==> config.mk <==
export PLATFORM = sky130hd
export DESIGN_NAME = core_regbank
export DESIGN_NICKNAME = d
export VERILOG_FILES = /design/src/rtl/regbank_pkg.sv /design/src/rtl/gpr_array.sv /design/src/rtl/sp_bank.sv /design/src/rtl/pc_unit.sv /design/src/rtl/core_regbank.sv
export SDC_FILE = /design/constraint.sdc
export NUM_CORES = 1
export LEC_CHECK = 0
export BUFFER_PORTS_ARGS = -buffer_cell sky130_fd_sc_hd__buf_2
export CAP_MARGIN = 10
export CORE_MARGIN = 5
export CORE_UTILIZATION = 62
export CTS_CLUSTER_DIAMETER = 50
export DETAILED_ROUTE_END_ITERATION = 16
export HOLD_SLACK_MARGIN = 0.15
export PLACE_DENSITY = 0.81
export SYNTH_ARGS = -nofsm -noshare
export SYNTH_HDL_FRONTEND = slang
export SYNTH_HIERARCHICAL = 1
export SYNTH_SLANG_ARGS = --single-unit
==> constraint.sdc <==
create_clock -name clk -period 2.8 [get_ports clk]
set_input_delay 0.42 -clock clk [delete_from_list [all_inputs] [get_ports clk]]
set_output_delay 0.42 -clock clk [all_outputs]
set_load 0.03 [all_outputs]
==> src/rtl/regbank_pkg.sv <==
package regbank_pkg;
  localparam int IDX_W = 4;
  localparam int NREG  = 1 << IDX_W;
  localparam logic [IDX_W-1:0] SP_IDX = 4'd13;
  localparam logic [IDX_W-1:0] LR_IDX = 4'd14;
  localparam logic [IDX_W-1:0] PC_IDX = 4'd15;
  localparam int PC_STEP    = 4;
  localparam int SP_LOW_ZERO = 2;
  typedef enum logic {SP_MAIN = 1'b0, SP_PROC = 1'b1} sp_sel_e;
endpackage

==> src/rtl/gpr_array.sv <==
module gpr_array
  import regbank_pkg::*;
#(
  parameter int DATA_W = 32
) (
  input  logic              clk,
  input  logic              rst,
  input  logic              we,
  input  logic [IDX_W-1:0]  widx,
  input  logic [DATA_W-1:0] wdata,
  input  logic [IDX_W-1:0]  ra_idx,
  output logic [DATA_W-1:0] ra_data,
  input  logic [IDX_W-1:0]  rb_idx,
  output logic [DATA_W-1:0] rb_data
);
  logic [DATA_W-1:0] mem [NREG];
  logic              store_ok;

  assign store_ok = we && (widx != SP_IDX) && (widx != PC_IDX);

  always_ff @(posedge clk) begin
    if (rst) begin
      for (int i = 0; i < NREG; i++) mem[i] <= '0;
    end else if (store_ok) begin
      mem[widx] <= wdata;
    end
  end

  assign ra_data = mem[ra_idx];
  assign rb_data = mem[rb_idx];
endmodule

==> src/rtl/sp_bank.sv <==
module sp_bank
  import regbank_pkg::*;
#(
  parameter int DATA_W = 32
) (
  input  logic              clk,
  input  logic              rst,
  input  logic [DATA_W-1:0] rst_val,
  input  logic              sel,
  input  logic              act_we,
  input  logic [DATA_W-1:0] act_wdata,
  input  logic              alt_we,
  input  logic [DATA_W-1:0] alt_wdata,
  output logic [DATA_W-1:0] act_rdata,
  output logic [DATA_W-1:0] alt_rdata
);
  localparam int HI_W = DATA_W - SP_LOW_ZERO;

  logic [HI_W-1:0] sp_hi [2];

  genvar g;
  generate
    for (g = 0; g < 2; g++) begin : g_sp
      logic own_act, own_alt;
      assign own_act = act_we && (sel == g[0]);
      assign own_alt = alt_we && (sel != g[0]);
      always_ff @(posedge clk) begin
        if (rst) begin
          sp_hi[g] <= (g == int'(SP_MAIN)) ? rst_val[DATA_W-1:SP_LOW_ZERO] : '0;
        end else if (own_act) begin
          sp_hi[g] <= act_wdata[DATA_W-1:SP_LOW_ZERO];
        end else if (own_alt) begin
          sp_hi[g] <= alt_wdata[DATA_W-1:SP_LOW_ZERO];
        end
      end
    end
  endgenerate

  assign act_rdata = {sp_hi[sel],  {SP_LOW_ZERO{1'b0}}};
  assign alt_rdata = {sp_hi[~sel], {SP_LOW_ZERO{1'b0}}};
endmodule

==> src/rtl/pc_unit.sv <==
module pc_unit
  import regbank_pkg::*;
#(
  parameter int DATA_W = 32
) (
  input  logic              clk,
  input  logic              rst,
  input  logic              we,
  input  logic [DATA_W-1:0] wdata,
  output logic [DATA_W-1:0] view,
  output logic              fault
);
  logic [DATA_W-1:1] pc_hi;
  logic              bad_wr;

  assign bad_wr = we && !wdata[0];

  always_ff @(posedge clk) begin
    if (rst) begin
      pc_hi <= '0;
      fault <= 1'b0;
    end else begin
      fault <= bad_wr;
      if (we && wdata[0]) pc_hi <= wdata[DATA_W-1:1];
    end
  end

  assign view = {pc_hi, 1'b0} + DATA_W'(PC_STEP);
endmodule

==> src/rtl/core_regbank.sv <==
module core_regbank
  import regbank_pkg::*;
#(
  parameter int DATA_W = 32
) (
  input  logic              clk,
  input  logic              rst,
  input  logic [DATA_W-1:0] rst_sp_val,
  input  logic              sp_sel,
  input  logic [IDX_W-1:0]  rd_a_idx,
  output logic [DATA_W-1:0] rd_a_data,
  input  logic [IDX_W-1:0]  rd_b_idx,
  output logic [DATA_W-1:0] rd_b_data,
  input  logic              wr_en,
  input  logic [IDX_W-1:0]  wr_idx,
  input  logic [DATA_W-1:0] wr_data,
  output logic [DATA_W-1:0] alt_rd_data,
  input  logic              alt_wr_en,
  input  logic [DATA_W-1:0] alt_wr_data,
  output logic              pc_fault
);
  logic [DATA_W-1:0] gpr_a, gpr_b, sp_act, pc_view;

  gpr_array #(.DATA_W(DATA_W)) u_gpr (
    .clk(clk), .rst(rst), .we(wr_en), .widx(wr_idx), .wdata(wr_data),
    .ra_idx(rd_a_idx), .ra_data(gpr_a), .rb_idx(rd_b_idx), .rb_data(gpr_b)
  );

  sp_bank #(.DATA_W(DATA_W)) u_sp (
    .clk(clk), .rst(rst), .rst_val(rst_sp_val), .sel(sp_sel),
    .act_we(wr_en && (wr_idx == SP_IDX)), .act_wdata(wr_data),
    .alt_we(alt_wr_en), .alt_wdata(alt_wr_data),
    .act_rdata(sp_act), .alt_rdata(alt_rd_data)
  );

  pc_unit #(.DATA_W(DATA_W)) u_pc (
    .clk(clk), .rst(rst), .we(wr_en && (wr_idx == PC_IDX)), .wdata(wr_data),
    .view(pc_view), .fault(pc_fault)
  );

  function automatic logic [DATA_W-1:0] pick(input logic [IDX_W-1:0] idx,
                                             input logic [DATA_W-1:0] gval);
    if (idx == SP_IDX)      return sp_act;
    else if (idx == PC_IDX) return pc_view;
    else                    return gval;
  endfunction

  always_comb begin
    rd_a_data = pick(rd_a_idx, gpr_a);
    rd_b_data = pick(rd_b_idx, gpr_b);
  end
endmodule

==> metrics.csv, run 1 <==
stage,metric,value,unit
timing,slew_viol_final,0,
grt,grt_use_met3,0.08176,
placement,gp_congestion,0.9391,
grt,antenna_found_initial,12,
power_and_ir_drop,power_frac_clock,0.377,
clock_network,path_clk_slew,60,ps
logic_synthesis,yosys-top-cells-area,"edfxtp_1, mux4_2, and2_1, a22oi_1, mux2_2",
logic_synthesis,synth_top_cell_by_area,edfxtp_1,
grt,grt_first_pass_wirelength,156600,um
placement,dp_hpwl,66160,um
logic_synthesis,synthFlopType,edfxtp_1,
status,status,finished with violations,
logic_synthesis,synth_area_per_cell,13.97,um2
final_layout,fin_util,0.7472,
drt,drt-initial-drc-count,3752,
logic_synthesis,muxShareOfSynthArea,0.2090,
drt,num_vias,24650,
final_layout,final_cell_mix,"edfxtp_1, and2_1, mux4_2, buf_2, buf_4",
drt,first_pass_iters,8,
timing,fin_crit_sh,1.137,
grt,grt_pass1_vias,25400,
critical_path,reg2reg_from,u_pc/pc_hi[17],
critical_path,crit_arrival,2760,ps
drt,routedWlPerCell,31.37,um
timing,fmaxAchievable,0.3142,GHz
clock_network,cts_tree,built,
logic_synthesis,synth_top_area_share,0.5063,
grt,use_met2,0.5652,
floorplanning,io_pins,210,
logic_synthesis,yosys.area_share.xor_xnor,0.007228,
final_layout,final_common_cell,edfxtp_1,
final_layout,seq_area,17870,um2
clock_network,clock_latency,620,ps
timing,fin_hold_ws,175.9,ps
power_and_ir_drop,seqPwrFrac,0.451,
logic_synthesis,netlist_instances,2428,
floorplanning,initial_core_util,0.6280,
floorplanning,dieArea,59500,um2
logic_synthesis,yosysSeqAreaShare,0.5252,
logic_synthesis,synth-edff-count,572,
logic_synthesis,ys_types,49,
floorplanning,coreArea,54030,um2
clock_network,htree_levels,3,
power_and_ir_drop,swShare,0.2714,
floorplanning,placementRows,85,
power_and_ir_drop,leakagePower,0.01456,uW
critical_path,critPathLaunchType,flop,
timing,finalClockSkew,0,ps
grt,grt_usage,0.3522,
flow_run,max-cap-violations,0,
power_and_ir_drop,vdd_ir_drop_max,520.6,uV
final_layout,nets,2822,
final_layout,drive_gt1_frac,0.3825,
timing,fin_ws,-383.1,ps
logic_synthesis,synth_area,33930,um2
timing,finalHoldViolCount,0,
timing,fin_crit,3183,ps
clock_network,cts_root_buf,clkbuf_16,
drt,drc,0,
logic_synthesis,synth-seq-cells,604,
floorplanning,die_x,243.9,um
worst_hold_path,hp-start,wr_data[18],
floorplanning,die_h,243.9,um
power_and_ir_drop,pwr-share-comb,0.172,
drt,antenna_left,0,
critical_path,worst-path-max-fanout,8,
critical_path,worstPathRequired,2380,ps
timing,tightestPinTransition,1191,ps
critical_path,crit_path_start,u_pc/pc_hi[2],
placement,io_buffers,203,
logic_synthesis,synth_top_family_by_area,multiplexers,
grt,grt_use_met1,0.4348,
critical_path,crit_type,flop to output port,
final_layout,syn_to_final_growth,18.99,%
timing,finalSetupViolCount,43,
drt,avgViaCountPerCell,7.116,
logic_synthesis,synth_compound_area_frac,0.08316,
logic_synthesis,yosys.area_share.simple,0.1343,
status,violations,setup timing,
power_and_ir_drop,switchingPower,6469,uW
clock_network,numCtsBuffers,69,
logic_synthesis,synth_warnings,6,
critical_path,endpoint_kind,output port,
clock_network,clock_sinks,604,
logic_synthesis,synth_fa_ha_area_frac,0.0003688,
timing,rsz0062_at_grt,yes,
timing,timing.slew.headroom,0.2057,
power_and_ir_drop,intPower,17370,uW
final_layout,fill_cells,3067,
grt,overflow,0,
grt,busiest_layer,met2,
drt,routed_wl,108700,um
logic_synthesis,async_flop_share,0,
grt,grt_max_degree,138,
worst_hold_path,min_path_type,input port to flop,
final_layout,multiInputGateArea,15930,um2
clock_network,clockBufferDepth,3,
power_and_ir_drop,powerDensity,590.5,nW/um2
-- state kept, by name, summed over array words and instances (netlist names) --
name and count:
u_gpr/mem 512, u_pc/fault 1, u_pc/pc_hi 31, u_sp/sp_hi 60
-- what timing repair did --
action	in CTS	in global routing
pin swaps	45	40
hold buffers	31	0
setup endpoints to repair	60	63
hold endpoints to repair	34	0
cloned	0	1
setup buffers	13	14
gates resized for setup	185	109
-- worst paths after layout --
path	slack (ps)	end	cells past startpoint
worst max-delay path	-380	rd_a_data[31]	8
worst min-delay path	180	u_pc/pc_hi[18]	3
worst min register to register	490	u_pc/pc_hi[18]	2
worst max register to register	1890	u_pc/pc_hi[17]	4
-- cells by family after synthesis --
logic type	Yosys count
and+or+nand+nor	765
AOI/OAI and AO/OA	378
adders and majority gates	1
buffers and inverters	268
other	3
xor gates and xnor gates	28
DFF	604
muxes	381
-- metrics by stage --
step,setup WS (ps),total power [uW],setup TNS (ps),cell area (um2),cells
final,-383.1,23840,-9078,40370,3464
after global routing,-528.2,24440,-12590,40370,3463
after CTS,-189.7,23630,-3424,39720,3443
after detailed placement,-131.7,14570,-750.7,36360,3275
after global placement,-89.38,14430,-415.6,36360,3275
after floorplan,415.9,13230,0,34170,2494
-- area by class of cell --
cell class                 count  area share
tap                          696     0.02157
timing repair buffer         407     0.08539
clock inverter                43     0.01004
antenna                        7   0.0004339
clock buffer                  81     0.04494
multi-input combinational   1622      0.3946
sequential                   604      0.4426
inverter                       4   0.0003719
-- per-layer routing --
metal	wire [um]	part of all wire
met1	34440	0.32
met2	52550	0.48
met3	13410	0.12
met4	8212	0.076
met5	59	0.00054
-- Yosys cell counts, drive strengths merged (2+ instances only) --
library cell / count
a21oi: 125
a22oi: 128
a31oi: 94
and2: 451
and3: 4
and3b: 30
buf: 119
clkbuf: 145
conb: 3
dfxtp: 32
edfxtp: 572
inv: 4
mux2: 60
mux2i: 65
mux4: 256
nand2: 136
nand2b: 4
nand3: 43
nand3b: 30
nand4: 10
nand4bb: 2
nor2: 20
nor2b: 5
nor3: 6
nor4: 3
o2bb2ai: 30
or2: 17
xnor2: 22
xor2: 6
-- power by group through the flow --
| stage | Sequential, uW | Combinational [uW] | Clock [uW] |
|---|---|---|---|
| floorplan | 10800 | 2430 | 0 |
| global placement | 10800 | 3600 | 0 |
| global route | 10800 | 4230 | 9420 |
| detailed placement | 10900 | 3660 | 0 |
| CTS | 10700 | 3900 | 9000 |
| finish | 10700 | 4100 | 8980 |
-- worst max-delay path, cell delays in order (launching register included) --
cell	delay, ps
dfxtp_4	380
nand4_1	300
nor4_4	270
buf_6	210
nand4_1	220
xnor2_2	280
mux2i_1	130
a21oi_2	190
buf_6	160
(Power assumes the default switching activity.)
==> run 2, diff against run 1 <==
Settings changed: BUFFER_PORTS_ARGS -buffer_cell sky130_fd_sc_hd__buf_2 to -buffer_cell sky130_fd_sc_hd__buf_4, CORE_MARGIN 5 to unset.
==> run 2 against run 1 <==
- the run still ends with setup timing left
- global-route usage up 2.9 points
- non-clock buffer count increased by 30
- sequential cell count unchanged
- via count decreased by 0.15%
- worst hold slack got worse by 25 ps
- maximum frequency up 0.75%
- core utilization rose by 0.77 points
- sequential power is essentially flat
- critical path type unchanged
- largest power group unchanged
==> metrics.csv, run 2 (synthesized netlist as in run 1, its figures left out) <==
stage,metric,value,unit,change
clock_network,numCtsBuffers,69,,unchanged
critical_path,r2r_cells,4,,unchanged
worst_hold_path,whs_endpoint,u_pc/pc_hi[25],,
critical_path,worst-path-max-fanout,8,,unchanged
grt,grt_max_degree,111,,-20%
timing,fin_crit_sh,1.128,,-0.008479
status,status,finished with violations,,
floorplanning,die_x,235.9,um,-3.3%
clock_network,clock_sinks,604,,unchanged
floorplanning,die_h,235.9,um,-3.3%
power_and_ir_drop,seqPwrFrac,0.451,,about the same
timing,slew_viol_final,0,,unchanged
drt,avgViaCountPerCell,7.056,,-0.84%
critical_path,crit_type,flop to output port,,
final_layout,syn_to_final_growth,19.97,%,
final_layout,final_cell_mix,"edfxtp_1, and2_1, buf_4, mux4_2, nand2_1",,
critical_path,rrSetupSlack,1900,ps,about the same
status,violations,setup timing,,
timing,timing.slew.headroom,0.5074,,+0.3017
timing,finalHoldViolCount,0,,unchanged
floorplanning,dieArea,55660,um2,-6.5%
critical_path,slowest_stage,dfxtp_4,,
grt,grt_usage,0.3812,,+0.02904
critical_path,crit_arrival,2740,ps,-20 ps
timing,finalClockSkew,0,ps,unchanged
timing,fmaxAchievable,0.3165,GHz,+0.75%
final_layout,drive_gt1_frac,0.3705,,-0.01199
final_layout,final_common_cell,edfxtp_1,,
final_layout,regMostFlops,u_gpr/mem,,
clock_network,clockBufferDepth,3,,unchanged
clock_network,htree_levels,3,,unchanged
timing,fin_ws,-359.3,ps,+23.74 ps
timing,fin_crit,3159,ps,-23.74 ps
drt,routed_wl,106600,um,-1.9%
critical_path,timing.rr.end,u_pc/pc_hi[3],,
placement,dpl_worst_slack,-83.70,ps,+48.02 ps
power_and_ir_drop,pwr-share-comb,0.175,,+0.003
power_and_ir_drop,switchingPower,6421,uW,-0.74%
clock_network,cts_tree,built,,
grt,grt_first_pass_wirelength,155100,um,-0.97%
critical_path,worstPathCellList,"ha_4, nand3_4, nor4_4, buf_6, nand4_1, xnor2_2, mux2i_1, a21oi_2, buf_6",,
critical_path,cpPeakStageDelay,370,ps,about the same
drt,drc,0,,unchanged
critical_path,path_common_cell,buf_6,,
final_layout,fill_cells,2999,,-2.2%
placement,dp_hpwl,66010,um,-0.23%
timing,tightestPinTransition,737.4,ps,-454.1 ps
drt,antenna_left,0,,unchanged
flow_run,max-cap-violations,0,,unchanged
power_and_ir_drop,vdd_ir_drop_max,696.1,uV,+34%
timing,finalSetupViolCount,37,,-14%
drt,routedWlPerCell,30.55,um,-2.6%
worst_hold_path,hold_depth,3,,unchanged
floorplanning,placementRows,85,,unchanged
placement,io_buffers,203,,unchanged
grt,overflow,0,,unchanged
clock_network,path_clk_slew,60,ps,about the same
clock_network,cts_root_buf,clkbuf_16,,
timing,rsz0062_at_grt,yes,,
critical_path,worstPathRequired,2380,ps,about the same
power_and_ir_drop,intPower,17380,uW,about the same
placement,gp_congestion,0.8883,,-5.4%
clock_network,clock_latency,620,ps,about the same
drt,drt-initial-drc-count,3396,,-9.5%
power_and_ir_drop,leakagePower,0.01480,uW,+1.7%
critical_path,endpoint_kind,output port,,
drt,first_pass_iters,6,,-2
critical_path,reg2reg_from,u_pc/pc_hi[3],,
drt,num_vias,24610,,-0.15%
final_layout,largest_reg_flops,512,,unchanged
floorplanning,initial_core_util,0.6292,,+0.001239
final_layout,largestRegisters,"u_gpr/mem (512), u_sp/sp_hi (60), u_pc/pc_hi (31)",,
grt,antenna_found_initial,0,,-12
worst_hold_path,min_path_type,input port to flop,,
power_and_ir_drop,power_frac_clock,0.374,,-0.003
placement,dp.cells,3289,,+0.43%
floorplanning,io_pins,210,,unchanged
critical_path,critPathLaunchType,flop,,
worst_hold_path,hp-start,wr_data[25],,
power_and_ir_drop,powerDensity,584.9,nW/um2,-0.95%
final_layout,nets,2852,,+1.1%
final_layout,stdcell_count,3488,,+0.69%
floorplanning,coreArea,53920,um2,-0.20%
power_and_ir_drop,swShare,0.2697,,-0.001670
grt,grt_pass1_vias,25320,,-0.34%
[run 2: cell types whose count changed in the layout (fill, tap and decap cells not counted), moves of 8 or more]
cell	change
buf_4	+172
buf_2	-151
dlygate4sd3_1	+10
a31oi_1	+8
mux2i_1	+8
mux2i_2	-8
nand2_2	-8
[run 2: per-layer routing]
| layer | wire, um | GRT usage | vias up |
|---|---|---|---|
| met5 | 0 | 0 | - |
| li1 | - | - | 9950 |
| met1 | 35210 | 0.4768 | 12210 |
| met4 | 8192 | 0.2579 | 0 |
| met2 | 50670 | 0.6033 | 2003 |
| met3 | 12480 | 0.08005 | 445 |
[run 2: worst max path at each step]
stage / start / to / slack [ps] / cells past startpoint
3_5_place_dp: rd_b_idx[3] / rd_b_data[22] / -80 / 8
6_report: u_pc/pc_hi[3] / rd_a_data[28] / -360 / 9
5_1_grt: u_pc/pc_hi[3] / rd_a_data[28] / -430 / 9
3_3_place_gp: rd_b_idx[0] / rd_b_data[28] / -30 / 8
4_1_cts: u_pc/pc_hi[2] / rd_a_data[31] / -270 / 9
2_1_floorplan: u_pc/pc_hi[9] / rd_a_data[31] / 420 / 6
[run 2: final cells by class]
type / instances / area, um2 / share of cell area
Sequential cell: 604 / 17870 / 0.4389
Multi-Input combinational cell: 1622 / 15700 / 0.3857
Timing Repair Buffer: 437 / 4056 / 0.09966
Clock buffer: 84 / 1826 / 0.04485
Tap cell: 696 / 870.8 / 0.02140
Clock inverter: 40 / 365.4 / 0.008976
Inverter: 4 / 15.01 / 0.0003689
Antenna cell: 1 / 2.502 / 0.00006148
[run 2: worst max-delay path: cells and delay by family, from the launching register on]
family	cells	cell delay, ps
flops	1	370
simple gates	3	570
xor+xnor	1	260
buf+inv	2	390
mux	1	120
fa+ha+maj	1	160
compound gates	1	240
[run 2: power by group through the flow]
stage | sequential, uW | clock [uW] | combinational [uW]
after detailed placement | 10900 | 0 | 3830
final | 10700 | 8900 | 4160
after CTS | 10700 | 8890 | 3980
after floorplan | 10800 | 0 | 2430
after global placement | 10800 | 0 | 3770
after global routing | 10800 | 9270 | 4280
[run 2: stage by stage]
stage                     instance area [um2]  power, uW  hold slack [ps]  utilization  TNS (ps)
final                                   40700      23810            151.1       0.7548     -5750
after global routing                    40700      24340            153.7       0.7548     -8958
after CTS                               40130      23610            152.8       0.7443     -4279
after detailed placement                36960      14740            463.2       0.6855    -336.2
after global placement                  36960      14600            457.2       0.6855    -43.53
after floorplan                         34170      13230            436.7            -         0
[run 2: what timing repair did]
action | CTS | global route
buffers inserted | 11 | 23
pin swaps | 31 | 52
resized for setup | 109 | 88
hold buffers | 41 | 0
endpoints found under the setup margin | 55 | 63
endpoints found under the hold margin | 41 | 0
